===== config.mk =====
export PLATFORM = sky130hd
export DESIGN_NAME = spi_slave_engine
export DESIGN_NICKNAME = d
export VERILOG_FILES = /design/src/rtl/spi_slave_pkg.sv /design/src/rtl/spi_pin_sync.sv /design/src/rtl/spi_shift_core.sv /design/src/rtl/spi_slave_engine.sv
export SDC_FILE = /design/constraint.sdc
export NUM_CORES = 1
export LEC_CHECK = 0
export CORE_UTILIZATION = 54
export CTS_CLUSTER_DIAMETER = 60
export DETAILED_ROUTE_END_ITERATION = 12
export HOLD_SLACK_MARGIN = 0.05
export MAX_ROUTING_LAYER = met4
export PLACE_DENSITY = 0.79
export RECOVER_POWER = 100
export SLEW_MARGIN = 10
export SYNTH_ARGS = -nofsm -noshare
export SYNTH_HDL_FRONTEND = slang
export SYNTH_SLANG_ARGS = --single-unit

===== constraint.sdc =====
create_clock -name clk -period 2.4 [get_ports clk]
set_clock_uncertainty 0.2 [all_clocks]
set_input_delay 0.36 -clock clk [delete_from_list [all_inputs] [get_ports clk]]
set_output_delay 0.36 -clock clk [all_outputs]
set_load 0.05 [all_outputs]

===== src/rtl/spi_slave_pkg.sv =====
package spi_slave_pkg;

  typedef enum logic [1:0] {
    XF_IDLE  = 2'd0,
    XF_SHIFT = 2'd1,
    XF_HOLD  = 2'd2
  } xfer_state_t;

endpackage


===== src/rtl/spi_pin_sync.sv =====
module spi_pin_sync #(
  parameter int          WIDTH   = 3,
  parameter int          STAGES  = 2,
  parameter logic [WIDTH-1:0] RST_VAL = '0
) (
  input  logic             clk,
  input  logic             rst,
  input  logic [WIDTH-1:0] pin_in,
  output logic [WIDTH-1:0] pin_sync
);

  logic [STAGES-1:0][WIDTH-1:0] pipe_q;

  always_ff @(posedge clk) begin
    if (rst) begin
      for (int s = 0; s < STAGES; s++) pipe_q[s] <= RST_VAL;
    end else begin
      pipe_q[0] <= pin_in;
      for (int s = 1; s < STAGES; s++) pipe_q[s] <= pipe_q[s-1];
    end
  end

  assign pin_sync = pipe_q[STAGES-1];

endmodule


===== src/rtl/spi_shift_core.sv =====
module spi_shift_core
  import spi_slave_pkg::*;
#(
  parameter int DATA_W = 8
) (
  input  logic              clk,
  input  logic              rst,
  input  logic              cpol,
  input  logic              cpha,
  input  logic              lsb_first,
  input  logic              sck_lvl,
  input  logic              ss_lvl,
  input  logic              mosi_lvl,
  input  logic [DATA_W-1:0] tx_byte,
  input  logic              tx_load,
  output logic              miso_q,
  output logic              miso_oe,
  output logic [DATA_W-1:0] rx_byte,
  output logic              rx_done,
  output logic              busy
);

  localparam int CNT_W = (DATA_W > 1) ? $clog2(DATA_W) : 1;
  localparam logic [CNT_W-1:0] LAST_BIT = CNT_W'(DATA_W - 1);

  xfer_state_t       state;
  logic [CNT_W-1:0]  bit_cnt;
  logic [DATA_W-1:0] shreg;
  logic [DATA_W-1:0] tx_hold;
  logic              samp_q;
  logic              sck_prv;
  logic              ss_prv;

  logic sck_rise, sck_fall, ss_rise, ss_fall;
  logic lead_edge, trail_edge;
  logic in_bit;
  logic [DATA_W-1:0] tx_src;
  logic [DATA_W-1:0] shreg_nxt;

  function automatic logic head_bit(input logic [DATA_W-1:0] v, input logic lsb);
    return lsb ? v[0] : v[DATA_W-1];
  endfunction

  function automatic logic [DATA_W-1:0] push_bit(input logic [DATA_W-1:0] v,
                                                 input logic lsb, input logic b);
    return lsb ? {b, v[DATA_W-1:1]} : {v[DATA_W-2:0], b};
  endfunction

  always_comb begin
    sck_rise   = sck_lvl & ~sck_prv;
    sck_fall   = ~sck_lvl & sck_prv;
    ss_rise    = ss_lvl & ~ss_prv;
    ss_fall    = ~ss_lvl & ss_prv;
    lead_edge  = cpol ? sck_fall : sck_rise;
    trail_edge = cpol ? sck_rise : sck_fall;
    in_bit     = cpha ? mosi_lvl : samp_q;
    tx_src     = tx_load ? tx_byte : tx_hold;
    shreg_nxt  = push_bit(shreg, lsb_first, in_bit);
  end

  always_ff @(posedge clk) begin
    if (rst) begin
      state   <= XF_IDLE;
      bit_cnt <= '0;
      shreg   <= '0;
      tx_hold <= '0;
      samp_q  <= 1'b0;
      sck_prv <= 1'b0;
      ss_prv  <= 1'b1;
      miso_q  <= 1'b0;
      miso_oe <= 1'b0;
      rx_byte <= '0;
      rx_done <= 1'b0;
    end else begin
      sck_prv <= sck_lvl;
      ss_prv  <= ss_lvl;
      rx_done <= 1'b0;
      miso_oe <= ~ss_lvl;
      if (tx_load) tx_hold <= tx_byte;

      if (ss_rise) begin
        state   <= XF_IDLE;
        bit_cnt <= '0;
      end else begin
        unique case (state)
          XF_IDLE: begin
            if (ss_fall) begin
              state   <= XF_SHIFT;
              bit_cnt <= '0;
              shreg   <= tx_src;
              if (!cpha) miso_q <= head_bit(tx_src, lsb_first);
            end
          end
          XF_SHIFT: begin
            if (lead_edge) begin
              if (cpha) miso_q <= head_bit(shreg, lsb_first);
              else      samp_q <= mosi_lvl;
            end
            if (trail_edge) begin
              if (bit_cnt == LAST_BIT) begin
                rx_byte <= shreg_nxt;
                rx_done <= 1'b1;
                bit_cnt <= '0;
                if (cpha) begin
                  shreg <= tx_src;
                end else begin
                  shreg <= shreg_nxt;
                  state <= XF_HOLD;
                end
              end else begin
                shreg   <= shreg_nxt;
                bit_cnt <= bit_cnt + 1'b1;
                if (!cpha) miso_q <= head_bit(shreg_nxt, lsb_first);
              end
            end
          end
          XF_HOLD: begin
            state <= XF_HOLD;
          end
          default: state <= XF_IDLE;
        endcase
      end
    end
  end

  assign busy = (state == XF_SHIFT);

  assert_cnt_range_R3: assert property (@(posedge clk) disable iff (rst)
    bit_cnt <= LAST_BIT);

  assert_hold_sticky_R8: assert property (@(posedge clk) disable iff (rst)
    (state == XF_HOLD && !ss_rise) |=> (state == XF_HOLD));

  assert_abort_clean_R9: assert property (@(posedge clk) disable iff (rst)
    ss_rise |=> (state == XF_IDLE && !rx_done));

  assert_oe_selected_R10: assert property (@(posedge clk) disable iff (rst)
    (state != XF_IDLE) |-> miso_oe);

  assert_done_single_R11: assert property (@(posedge clk) disable iff (rst)
    rx_done |=> !rx_done);

  assert_done_from_shift_R11: assert property (@(posedge clk) disable iff (rst)
    rx_done |-> $past(state == XF_SHIFT));

endmodule


===== src/rtl/spi_slave_engine.sv =====
module spi_slave_engine #(
  parameter int DATA_W      = 8,
  parameter int SYNC_STAGES = 2
) (
  input  logic              clk,
  input  logic              rst,
  input  logic              cfg_cpol,
  input  logic              cfg_cpha,
  input  logic              cfg_lsb_first,
  input  logic              sck_in,
  input  logic              ssel_n_in,
  input  logic              mosi_in,
  output logic              miso_out,
  output logic              miso_oe,
  input  logic [DATA_W-1:0] tx_byte,
  input  logic              tx_load,
  output logic [DATA_W-1:0] rx_byte,
  output logic              rx_done,
  output logic              busy
);

  localparam int PIN_W = 3;

  logic [PIN_W-1:0] pins_sync;

  spi_pin_sync #(
    .WIDTH  (PIN_W),
    .STAGES (SYNC_STAGES),
    .RST_VAL(3'b010)
  ) u_sync (
    .clk     (clk),
    .rst     (rst),
    .pin_in  ({mosi_in, ssel_n_in, sck_in}),
    .pin_sync(pins_sync)
  );

  spi_shift_core #(
    .DATA_W(DATA_W)
  ) u_core (
    .clk      (clk),
    .rst      (rst),
    .cpol     (cfg_cpol),
    .cpha     (cfg_cpha),
    .lsb_first(cfg_lsb_first),
    .sck_lvl  (pins_sync[0]),
    .ss_lvl   (pins_sync[1]),
    .mosi_lvl (pins_sync[2]),
    .tx_byte  (tx_byte),
    .tx_load  (tx_load),
    .miso_q   (miso_out),
    .miso_oe  (miso_oe),
    .rx_byte  (rx_byte),
    .rx_done  (rx_done),
    .busy     (busy)
  );

endmodule


# [Word level (Yosys, flattened, before mapping)]
# Cells that the tools add are included.
[totals] regBits=41 out_inout_bits=12 word_cells=75
[classes] add_sub_neg=1 n_eq_ne=8 mux=31 bitwise=12 reduce_logical=10
[ops] op="8-bit two-way mux" n=6
[ops] op="4-bit AND reduction" n=5
[ops] op="8-bit case mux with 2 select lines" n=1
[ops] op="1-bit two-way mux" n=14
[ops] op="3-bit two-way mux" n=3
[ops] op="2-bit two-way mux" n=4
[ops] op="1-bit inverter" n=8
[ops] op="2-bit by 1-bit inequality test with 1-bit output (second input constant)" n=3
[ops] op="2-bit case mux with 3 select lines" n=1
[ops] op="3-bit case mux with 2 select lines" n=1
[ops] op="1-bit bitwise AND" n=4
[ops] op="2-bit inequality test (second input constant)" n=2
[ops] op="4-bit OR reduction" n=1
[ops] op="3-bit by 1-bit adder with 3-bit output (second input constant)" n=1
[ops] op="3-bit == test (second input constant)" n=1
[ops] op="3-bit AND reduction" n=1
[ops] op="2-bit by 1-bit == test with 1-bit output (second input constant)" n=1
[ops] op="2-bit == test (second input constant)" n=1
[ops] op="2-bit zero test" n=1
[ops] op="1-bit case mux with 2 select lines" n=1
[ops] op="2-bit nonzero test" n=1
[ops] op="2-bit OR reduction" n=1

# [Logic depth before layout (Yosys ltp)]
# Gate-level depths: netlist of run 1.
[depth] depth_word=8 depth_mapped=8

# [Cells and area by module]
# From an unflattened synthesis of run 1, not the netlist that was laid out.
[unflattened] hier_cells=194 hier_area_um2=1916.8
[by_module_without_submodules] module="spi_shift_core" n_inst=1 cells_each=179 area_per_inst_um2=1736.7 seq_area_each_um2=700.7
[by_module_without_submodules] module="spi_pin_sync" n_inst=1 cells_each=15 area_per_inst_um2=180.2 seq_area_each_um2=120.1

# [Worst setup path after synthesis of run 1]
# OpenSTA, ideal clock, no wires.
[synth_path] kind="reg2reg" from="reg u_core.state[1]" to="reg u_core.rx_byte[4]" setup_ns=0.079 arrival_ns=2.104 required_time_ns=2.121 path_slack_ns=0.017 path_stages_with_launch=9 period_less_slack_ns=2.383 path_cell_list="dfxtp_1 > inv_1 > ha_1 > clkbuf_1 > inv_1 > a2111oi_4 > buf_6 > nor2_1 > a211oi_2"
[synth_via] elab_chain_len=2
[synth_rtl] item="start, declared" line_no="spi_shift_core.sv:26" text="xfer_state_t state;"
[synth_rtl] item="start signal, assigned" line_no="spi_shift_core.sv:63" text="state <= XF_IDLE;"
[synth_rtl] item="start signal, assigned" line_no="spi_shift_core.sv:82" text="state <= XF_IDLE;"
[synth_rtl] item="start signal, assigned" line_no="spi_shift_core.sv:88" text="state <= XF_SHIFT;"
[synth_rtl] item="2-bit by 1-bit == test with 1-bit output"
[synth_rtl] item="net busy" line_no="spi_slave_engine.sv:19" text="output logic busy"
[synth_rtl] item="4-bit AND reduction (no line)"
[synth_rtl] item="end signal, assigned" line_no="spi_shift_core.sv:101" text="rx_byte <= shreg_nxt;"
[synth_rtl] item="end, declared" line_no="spi_shift_core.sv:18" text="output logic [DATA_W-1:0] rx_byte,"
# The timed path passes the listed nets, and every way through them passes these cells.
# A chain may end at the register's enable or synchronous reset.

# [Worst setup path after layout of run 1]
[layout_path] from="in cfg_cpol" to="reg u_core.samp_q"
[layout_via] elab_chain_len=2
[layout_rtl] item="start, declared" line_no="spi_slave_engine.sv:7" text="input logic cfg_cpol,"
[layout_rtl] item="1-bit two-way mux" line_no="spi_shift_core.sv:54" text="lead_edge = cpol ? sck_fall : sck_rise;"
[layout_rtl] item="4-bit AND reduction (no line)"
[layout_rtl] item="end signal, assigned" line_no="spi_shift_core.sv:97" text="else samp_q <= mosi_lvl;"
[layout_rtl] item="end, declared" line_no="spi_shift_core.sv:30" text="logic samp_q;"
# No other way between the ends.

==> impl_metrics.env, run 1 <==
export IMPL_synth_largest_area_cell="dfxtp_1"
export IMPL_grt_pass1_wl_um=7740
export IMPL_drt_iter0_drc=203
export IMPL_synth_top_area_share_pct=40.6
export IMPL_clk_pin_slew_worst_paths_ns=0.08
export IMPL_port_buffers=28
export IMPL_hp_class="flop to flop"
export IMPL_slowest_stage="a2111oi_0"
export IMPL_hold_worst_slack_ns=0.219
export IMPL_worst_pin_slew_ns=0.540
export IMPL_drc_errors=0
export IMPL_dp_hpwl_um=3290
export IMPL_crit_buf_inv=1
export IMPL_cp_data_required_time_ns=2.38
export IMPL_start_util_pct=58.2
export IMPL_syn_instance_count=210
export IMPL_cts_tree="yes"
export IMPL_drv_cap=0
export IMPL_status="finished clean"
export IMPL_row_count=21
export IMPL_worst_setup_path_start_kind="input pin"
export IMPL_hold_viol=0
export IMPL_nNetsFinal=266
export IMPL_p_per_area_mw_per_mm2=703
export IMPL_ys_ff_latch=41
export IMPL_vias=1738
export IMPL_crit_arrival_ns=2.19
export IMPL_area_growth_synth_to_final_pct=22.4
export IMPL_grt_use_total_pct=25.6
export IMPL_coreArea_mm2=0.00347
export IMPL_synthTopCellsByArea="dfxtp_1, mux2i_1, a21oi_1, nor2_1, a211oi_2"
export IMPL_crit_family="compound AO/OA/AOI/OAI gates"
export IMPL_io_pins=29
export IMPL_routedWlPerCell_um=15.4
export IMPL_dp_cells=284
export IMPL_wl_um=4490
export IMPL_viasPerCell=5.97
export IMPL_finalSetupViolCount=0
export IMPL_h_tree_depth=2
export IMPL_cts_sinks=41
export IMPL_post_cts_setup_buffers=0
export IMPL_critPathMaxFanout=4
export IMPL_peakVddDrop_uv=520
export IMPL_synth_nets=231
export IMPL_cts_resized=0
export IMPL_synth_avg_cell_area_um2=9.62
export IMPL_relSlewSlack_pct=63.1
export IMPL_power_leakage_uw=0.000980
export IMPL_diodes=0
export IMPL_finalCritPeriodShare_pct=92.2
export IMPL_rsz0062_at_grt="false"
export IMPL_crit_path_end_kind="flop"
export IMPL_grt_start_max_net_pins=16
export IMPL_grt_pass1_vias=1721
export IMPL_die_w_um=63.2
export IMPL_antenna_found_initial=0
export IMPL_overflow=0
export IMPL_slowest_delay_ns=0.57
export IMPL_drtAntennaViolNets=0
export IMPL_yosysSeqAreaShare_pct=40.6
export IMPL_cts_buffer_depth=2
export IMPL_worstSetupPathType="input pin to flop"
export IMPL_gp_congestion=0.866
export IMPL_final_cells=291
export IMPL_synthDistinctLibCells=45
export IMPL_syn_area_mm2=0.00202
export IMPL_final_max_slew_viol_count=0
export IMPL_period_needed_ns=2.21
export IMPL_drive_gt1_share_pct=13.9
export IMPL_numCtsBuffers=5
export IMPL_clockRootBuffer="clkbuf_8"
export IMPL_critical_path_cell_chain="clkdlybuf4s50_1, or3b_2, a2111oi_0, mux2i_1, nor2_1"
export IMPL_die_area_mm2=0.00399
export IMPL_first_pass_iters=4
export IMPL_ctsHoldBuffers=0
export IMPL_fmax_mhz=452
export IMPL_synth_warnings=0
export IMPL_die_y_um=63.2
export IMPL_insertion_delay_ns=0.29
-- path summary, 6_finish.rpt --
check,from,cells after the start,slack [ns],end
setup / recovery,cfg_cpol,5,0.19,u_core.samp_q$_SDFFE_PP0P_
hold / removal,u_sync.pipe_q[1]$_SDFF_PP1_,1,0.22,u_sync.pin_sync[1]$_SDFF_PP1_
setup reg to reg,u_core.state[1]$_SDFFE_PP0P_,6,0.21,u_core.samp_q$_SDFFE_PP0P_
hold reg to reg,u_sync.pipe_q[1]$_SDFF_PP1_,1,0.22,u_sync.pin_sync[1]$_SDFF_PP1_
-- metrics by stage --
step | area, um^2 | power (uW) | setup slack [ns] | utilization [%] | setup TNS, ns
6_report | 2470 | 1740 | 0.187 | 71.2 | 0
5_1_grt | 2470 | 1810 | 0.0927 | 71.2 | 0
2_1_floorplan | 2020 | 1100 | 0.0168 | - | 0
3_5_place_dp | 2400 | 1220 | -0.00721 | 69.3 | -0.0113
4_1_cts | 2510 | 1750 | 0.278 | 72.3 | 0
3_3_place_gp | 2400 | 1210 | 0.0549 | 69.3 | 0
-- kinds of logic after synthesis --
kind of cell | synth area share (%)
AND/OR/NAND/NOR | 15.9
AO/OA/AOI/OAI | 23.0
flip-flops | 40.6
multiplexers | 12.9
buffers and inverters | 5.02
adder cells (fa/ha/maj) | 2.48
-- routing by layer --
metal	up-vias	global-route usage, %	share of wire [%]
li1	840	-	-
met1	822	30.6	43
met2	64	40.5	47
met3	12	6.34	6.6
met4	0	11.3	2.4
met5	-	-	0
-- power breakdown --
part	switching (uW)	total (uW)	internal [uW]
clock	233	535	302
combinational	259	463	205
sequential	22.6	738	716
-- state kept, by name, indices dropped and copies added (netlist names) --
signal / count
u_core.tx_hold: 8
u_sync.pipe_q: 3
u_core.bit_cnt: 3
u_sync.pin_sync: 3
u_core.ss_prv: 1
u_core.rx_byte: 8
u_core.miso_oe: 1
u_core.shreg: 8
u_core.rx_done: 1
u_core.miso_q: 1
u_core.state: 2
u_core.samp_q: 1
u_core.sck_prv: 1
-- placed cells by master (no fill, tap or decap), drive strengths merged, types with 2 or more instances in the layout --
cell	count
dfxtp	41
mux2i	25
nor2	20
a21oi	15
clkdlybuf4s50	15
dlygate4sd3	12
inv	11
clkbuf	10
buf	9
a211oi	9
nor2b	7
nand4	6
o31ai	6
or2	5
nand3	5
ha	4
nand3b	3
nand2b	3
o32ai	3
a21bo	3
a2111oi	3
and2	3
a22o	2
a221o	2
o211ai	2
a211o	2
nand2	2
or3b	2
-- synth_stat cells (all sizes together) --
cell / number
ha: 4
a21oi: 15
dfxtp: 41
a2bb2oi: 1
a21o: 1
clkbuf: 8
or3: 1
a2111oi: 3
o21ai: 1
nand2b: 3
mux2i: 25
a211oi: 9
o22a: 1
a22o: 2
a31oi: 1
a21bo: 3
nand3b: 3
or3b: 2
inv: 11
buf: 5
nand3: 5
and2: 3
or2: 5
o211ai: 2
a32oi: 1
a221o: 2
a21boi: 1
a31o: 1
mux2: 1
nor2b: 7
o22ai: 1
a211o: 2
o32ai: 3
nand4: 6
nor2: 20
nand2: 2
nor4b: 1
nor4: 1
o31ai: 6
-- final cells by class --
class | instances | area (um^2)
clock buffers | 5 | 68.8
clock inverters | 2 | 35.0
fillers | 280 | 997
inverters | 11 | 41.3
multi-input cells | 145 | 1080
flip-flops and latches | 41 | 821
well taps | 46 | 57.6
repair buffers | 41 | 372
Power figures use the tool's default switching activity.
==> run 2, diff against run 1 <==
--- a/config.mk
+++ b/config.mk
@@ -12,4 +12,5 @@
 export MAX_ROUTING_LAYER = met4
-export PLACE_DENSITY = 0.79
+export PLACE_DENSITY_LB_ADDON = 0.25
 export RECOVER_POWER = 100
+export SETUP_SLACK_MARGIN = 0.15
 export SLEW_MARGIN = 10
==> constraint.sdc (replaced) <==
create_clock -name clk -period 2.4 [get_ports clk]
set_clock_uncertainty 0.2 [all_clocks]
set_input_delay 0.24 -clock clk [delete_from_list [all_inputs] [get_ports clk]]
set_output_delay 0.24 -clock clk [all_outputs]
set_load 0.05 [all_outputs]
==> run 2 against run 1 <==
  * Utilization down 0.14 points
  * Critical path depth grew 1
  * Sequential cell count did not move
  * Die area stayed put
  * Sequential power about the same
  * Global-route usage grew 0.69 points
  * Clock power up 7.3%
  * First-iteration DRC count down 65%
  * Final cell count is 1.0% lower
  * Largest power group unchanged
==> impl_metrics.env, run 2 (synthesis results as in run 1) <==
export IMPL_ctsHoldBuffers=0
export IMPL_final_cell_mix="dfxtp_1, mux2i_1, nor2_1"
export IMPL_worstSetupPathType="input pin to flop"
export IMPL_slowest_delay_ns=0.58
export IMPL_grt_use_total_pct=26.2
export IMPL_relSlewSlack_pct=46.8
export IMPL_drv_cap=0
export IMPL_crit_path_end_kind="flop"
export IMPL_insertion_delay_ns=0.30
export IMPL_die_w_um=63.2
export IMPL_finalCritPeriodShare_pct=91.4
export IMPL_slowest_stage="dlygate4sd3_1"
export IMPL_grt_start_max_net_pins=18
export IMPL_hp_class="flop to flop"
export IMPL_coreArea_mm2=0.00347
export IMPL_cp_data_required_time_ns=2.39
export IMPL_period_needed_ns=2.19
export IMPL_cts_sinks=41
export IMPL_dp_hpwl_um=3400
export IMPL_p_per_area_mw_per_mm2=721
export IMPL_port_buffers=28
export IMPL_clockRootBuffer="clkbuf_8"
export IMPL_drt_iter0_drc=71
export IMPL_grt_pass1_wl_um=7930
export IMPL_critPathMaxFanout=15
export IMPL_grt_pass1_vias=1700
export IMPL_die_y_um=63.2
export IMPL_vias=1690
export IMPL_fill_cells=282
export IMPL_antenna_found_initial=0
export IMPL_setup_tns_final_ns=0
export IMPL_h_tree_depth=2
export IMPL_peakVddDrop_uv=404
export IMPL_cts_tree="yes"
export IMPL_multi_input_area_mm2=0.00109
export IMPL_row_count=21
export IMPL_reg_top3="u_core.rx_byte x8, u_core.shreg x8, u_core.tx_hold x8"
export IMPL_register_area_um2=821
export IMPL_rsz0062_at_grt="false"
export IMPL_diodes=0
export IMPL_finalSetupViolCount=0
export IMPL_drive_gt1_share_pct=13.2
export IMPL_drtAntennaViolNets=0
export IMPL_status="finished clean"
export IMPL_viasPerCell=5.87
export IMPL_cts_buffer_depth=2
export IMPL_clk_pin_slew_worst_paths_ns=0.07
export IMPL_routedWlPerCell_um=16.0
export IMPL_hold_viol=0
export IMPL_die_area_mm2=0.00399
export IMPL_final_util_pct=71.1
export IMPL_crit_arrival_ns=2.19
export IMPL_overflow=0
export IMPL_wl_um=4620
export IMPL_power_leakage_uw=0.000971
export IMPL_final_common_cell="dfxtp_1"
export IMPL_fmax_mhz=456
export IMPL_nNetsFinal=262
export IMPL_final_max_slew_viol_count=0
export IMPL_worst_setup_path_start_kind="input pin"
export IMPL_io_pins=29
export IMPL_first_pass_iters=4
export IMPL_worst_pin_slew_ns=0.797
export IMPL_gp_congestion=0.869
export IMPL_area_growth_synth_to_final_pct=22.1
export IMPL_critical_path_cell_chain="dlygate4sd3_1, or3b_4, a2111oi_4, buf_6, nor2_1, a211oi_1"
export IMPL_numCtsBuffers=5
export IMPL_start_util_pct=58.2
export IMPL_drc_errors=0
[run 2: metrics by stage]
stage	setup WS, ns	power, uW	hold slack, ns	cells	instance area [um^2]
floorplan	0.162	1110	0.144	210	2020
global placement	0.111	1210	0.193	280	2370
detailed placement	0.0268	1230	0.201	280	2370
CTS	0.260	1790	0.219	288	2480
global route	0.0961	1860	0.233	288	2470
finish	0.206	1780	0.216	288	2470
[run 2: area by class of cell]
class,count,share of cell area (%)
clock inverters,1,1.22
flip-flops and latches,41,33.3
inverters,11,1.67
clock buffers,7,3.50
multi-input cells,145,44.1
well taps,46,2.33
repair buffers,37,13.9
[run 2: power breakdown]
group / switching [uW] / internal, uW / leakage, uW
Sequential: 21.3 / 716 / 0.000334
Combinational: 262 / 205 / 0.000578
Clock: 235 / 339 / 0.0000585
Total: 519 / 1260 / 0.000971
[run 2: final timing paths]
path	startpoint	cells past startpoint	slack, ns	endpoint
setup / recovery	cfg_cpol	6	0.21	u_core.rx_byte[1]$_SDFFE_PP0P_
hold / removal	u_sync.pipe_q[1]$_SDFF_PP1_	1	0.22	u_sync.pin_sync[1]$_SDFF_PP1_
setup reg to reg	u_core.state[1]$_SDFFE_PP0P_	6	0.27	u_core.bit_cnt[0]$_SDFFE_PP0P_
hold reg to reg	u_sync.pipe_q[1]$_SDFF_PP1_	1	0.22	u_sync.pin_sync[1]$_SDFF_PP1_
[run 2: repair_timing]
action	CTS	global route
endpoints found under the setup margin	1	1
resized for setup	1	1
buffers inserted	0	0
[run 2: worst max-delay path: cells and delay by family]
kind	cells	cell delay, ns
buffers and inverters	2	0.79
and+or+nand+nor	2	0.54
AOI/OAI and AO/OA	2	0.60
[run 2: routing by layer]
| metal | track usage [%] | wire, um | vias to the layer above |
|---|---|---|---|
| met4 | 7.85 | 58 | 0 |
| met3 | 5.98 | 232 | 8 |
| met1 | 32.7 | 2150 | 802 |
| li1 | - | - | 830 |
| met2 | 42.2 | 2180 | 50 |
| met5 | - | 0 | - |
==> run 3, diff against run 2 <==
- clock period: 2.4 -> 2.1 ns (I/O delays scaled with it)
==> run 3 against run 2 <==
  * Register-to-register slack worse by 0.11 ns
  * Largest cell class unchanged
  * Critical endpoint is now miso_out
  * Global-route usage is 1.3 points lower
  * Sequential share of layout area is 1.8 points lower
  * Cell area is 6.3% higher
  * Final cell count is 3.1% higher
  * Non-clock buffer count is 9 higher
  * Clock power is 13% higher
==> impl_metrics.env, run 3 (synthesis results as in run 1) <==
export IMPL_status="finished clean"
export IMPL_area_growth_synth_to_final_pct=29.8
export IMPL_start_util_pct=58.2
export IMPL_p_clk_share_pct=31.1
export IMPL_vias=1738
export IMPL_port_buffers=28
export IMPL_rsz0062_at_grt="true"
export IMPL_p_int_uw=1470
export IMPL_hp_class="flop to flop"
export IMPL_grt_pass1_vias=1643
export IMPL_dp_hpwl_um=3320
export IMPL_comb_power_share_pct=28.0
export IMPL_crit_family="buffers and inverters"
export IMPL_fmax_mhz=510
export IMPL_final_common_cell="dfxtp_1"
export IMPL_cts_sinks=41
export IMPL_crit_path_end_kind="output pin"
export IMPL_final_max_slew_viol_count=0
export IMPL_wl_um=4660
export IMPL_critPathMaxFanout=3
export IMPL_drive_gt1_share_pct=22.3
export IMPL_die_y_um=63.2
export IMPL_final_cell_mix="dfxtp_1, mux2i_1, nor2_1"
export IMPL_cts_tree="yes"
export IMPL_hold_viol=0
export IMPL_relSlewSlack_pct=48.5
export IMPL_drt_iter0_drc=117
export IMPL_insertion_delay_ns=0.29
export IMPL_drc_errors=0
export IMPL_switching_power_uw=606
export IMPL_coreArea_mm2=0.00347
export IMPL_gp_congestion=0.870
export IMPL_overflow=0
export IMPL_clockRootBuffer="clkbuf_8"
export IMPL_grt_pass1_wl_um=7510
export IMPL_routedWlPerCell_um=15.7
export IMPL_cp_data_required_time_ns=1.69
export IMPL_crit_arrival_ns=1.55
export IMPL_p_per_area_mw_per_mm2=793
export IMPL_p_seq_share_pct=40.9
export IMPL_antenna_found_initial=0
export IMPL_worstSetupPathType="flop to output pin"
export IMPL_place_area_mm2=0.00244
export IMPL_finalSetupViolCount=0
export IMPL_reg_top3="u_core.rx_byte x8, u_core.shreg x8, u_core.tx_hold x8"
export IMPL_finalCritPeriodShare_pct=93.4
export IMPL_numCtsBuffers=5
export IMPL_power_leakage_uw=0.00104
export IMPL_viasPerCell=5.85
export IMPL_cts_buffer_depth=2
export IMPL_peakVddDrop_uv=375
export IMPL_first_pass_iters=4
export IMPL_die_w_um=63.2
export IMPL_slowest_delay_ns=0.89
export IMPL_clk_pin_slew_worst_paths_ns=0.07
export IMPL_period_needed_ns=1.96
export IMPL_critical_path_cell_chain="dlygate4sd3_1"
export IMPL_die_area_mm2=0.00399
export IMPL_slowest_stage="dlygate4sd3_1"
export IMPL_finalPower_uw=2080
export IMPL_ctsHoldBuffers=0
export IMPL_final_util_pct=75.6
export IMPL_final_area_mm2=0.00262
export IMPL_p_sw_share_pct=29.2
export IMPL_diodes=0
export IMPL_h_tree_depth=2
export IMPL_io_pins=29
export IMPL_drtAntennaViolNets=0
export IMPL_nNetsFinal=271
export IMPL_worst_pin_slew_ns=0.772
export IMPL_worst_setup_path_start_kind="flop"
export IMPL_grt_use_total_pct=24.9
export IMPL_crit_buf_inv=1
export IMPL_drv_cap=0
export IMPL_row_count=21
export IMPL_setup_tns_final_ns=0
export IMPL_grt_start_max_net_pins=18
==> run 3: area by class of cell <==
cell class	count	area (um^2)
Inverter	11	41.3
Clock buffer	7	86.3
Sequential cell	41	826
Fill cell	247	847
Multi-Input combinational cell	145	1150
Timing Repair Buffer	46	425
Tap cell	46	57.6
Clock inverter	1	30.0
==> run 3: through the flow <==
stage          setup WS [ns]  cells  hold WS [ns]
2_1_floorplan          0.157    210         0.114
4_1_cts                0.155    295         0.216
6_report               0.138    297         0.213
5_1_grt               0.0693    297         0.228
3_3_place_gp         -0.0860    287         0.199
3_5_place_dp          -0.132    287         0.198
==> run 3: path summary, 6_finish.rpt <==
check,slack [ns],cells after the start,endpoint,startpoint
worst max-delay path,0.14,1,miso_out,u_core.miso_q$_SDFFE_PP0P_
worst min-delay path,0.21,1,u_sync.pin_sync[1]$_SDFF_PP1_,u_sync.pipe_q[1]$_SDFF_PP1_
worst max register to register,0.16,7,u_core.shreg[1]$_SDFFE_PP0P_,u_core.state[1]$_SDFFE_PP0P_
worst min register to register,0.21,1,u_sync.pin_sync[1]$_SDFF_PP1_,u_sync.pipe_q[1]$_SDFF_PP1_
==> run 3: routing by layer <==
| metal | GRT usage, % | wire [um] | share of wire [%] |
|---|---|---|---|
| met3 | 5.07 | 260 | 5.6 |
| met4 | 12.2 | 145 | 3.1 |
| met5 | - | 0 | 0 |
| met2 | 38.3 | 2100 | 45 |
| met1 | 31.0 | 2150 | 46 |
==> run 3: repair_timing <==
| action | in CTS | in global routing |
|---|---|---|
| setup endpoints to repair | 11 | 21 |
| buffers inserted | 0 | 1 |
| pin swaps | 2 | 4 |
| gates cloned | 0 | 1 |
| gates resized for setup | 2 | 18 |
==> run 3: power by group through the flow <==
stage | Clock, uW | Combinational, uW | Sequential [uW]
after global routing | 692 | 624 | 854
after CTS | 655 | 563 | 848
after global placement | 0 | 539 | 864
final | 646 | 583 | 849
after floorplan | 0 | 440 | 864
after detailed placement | 0 | 558 | 867
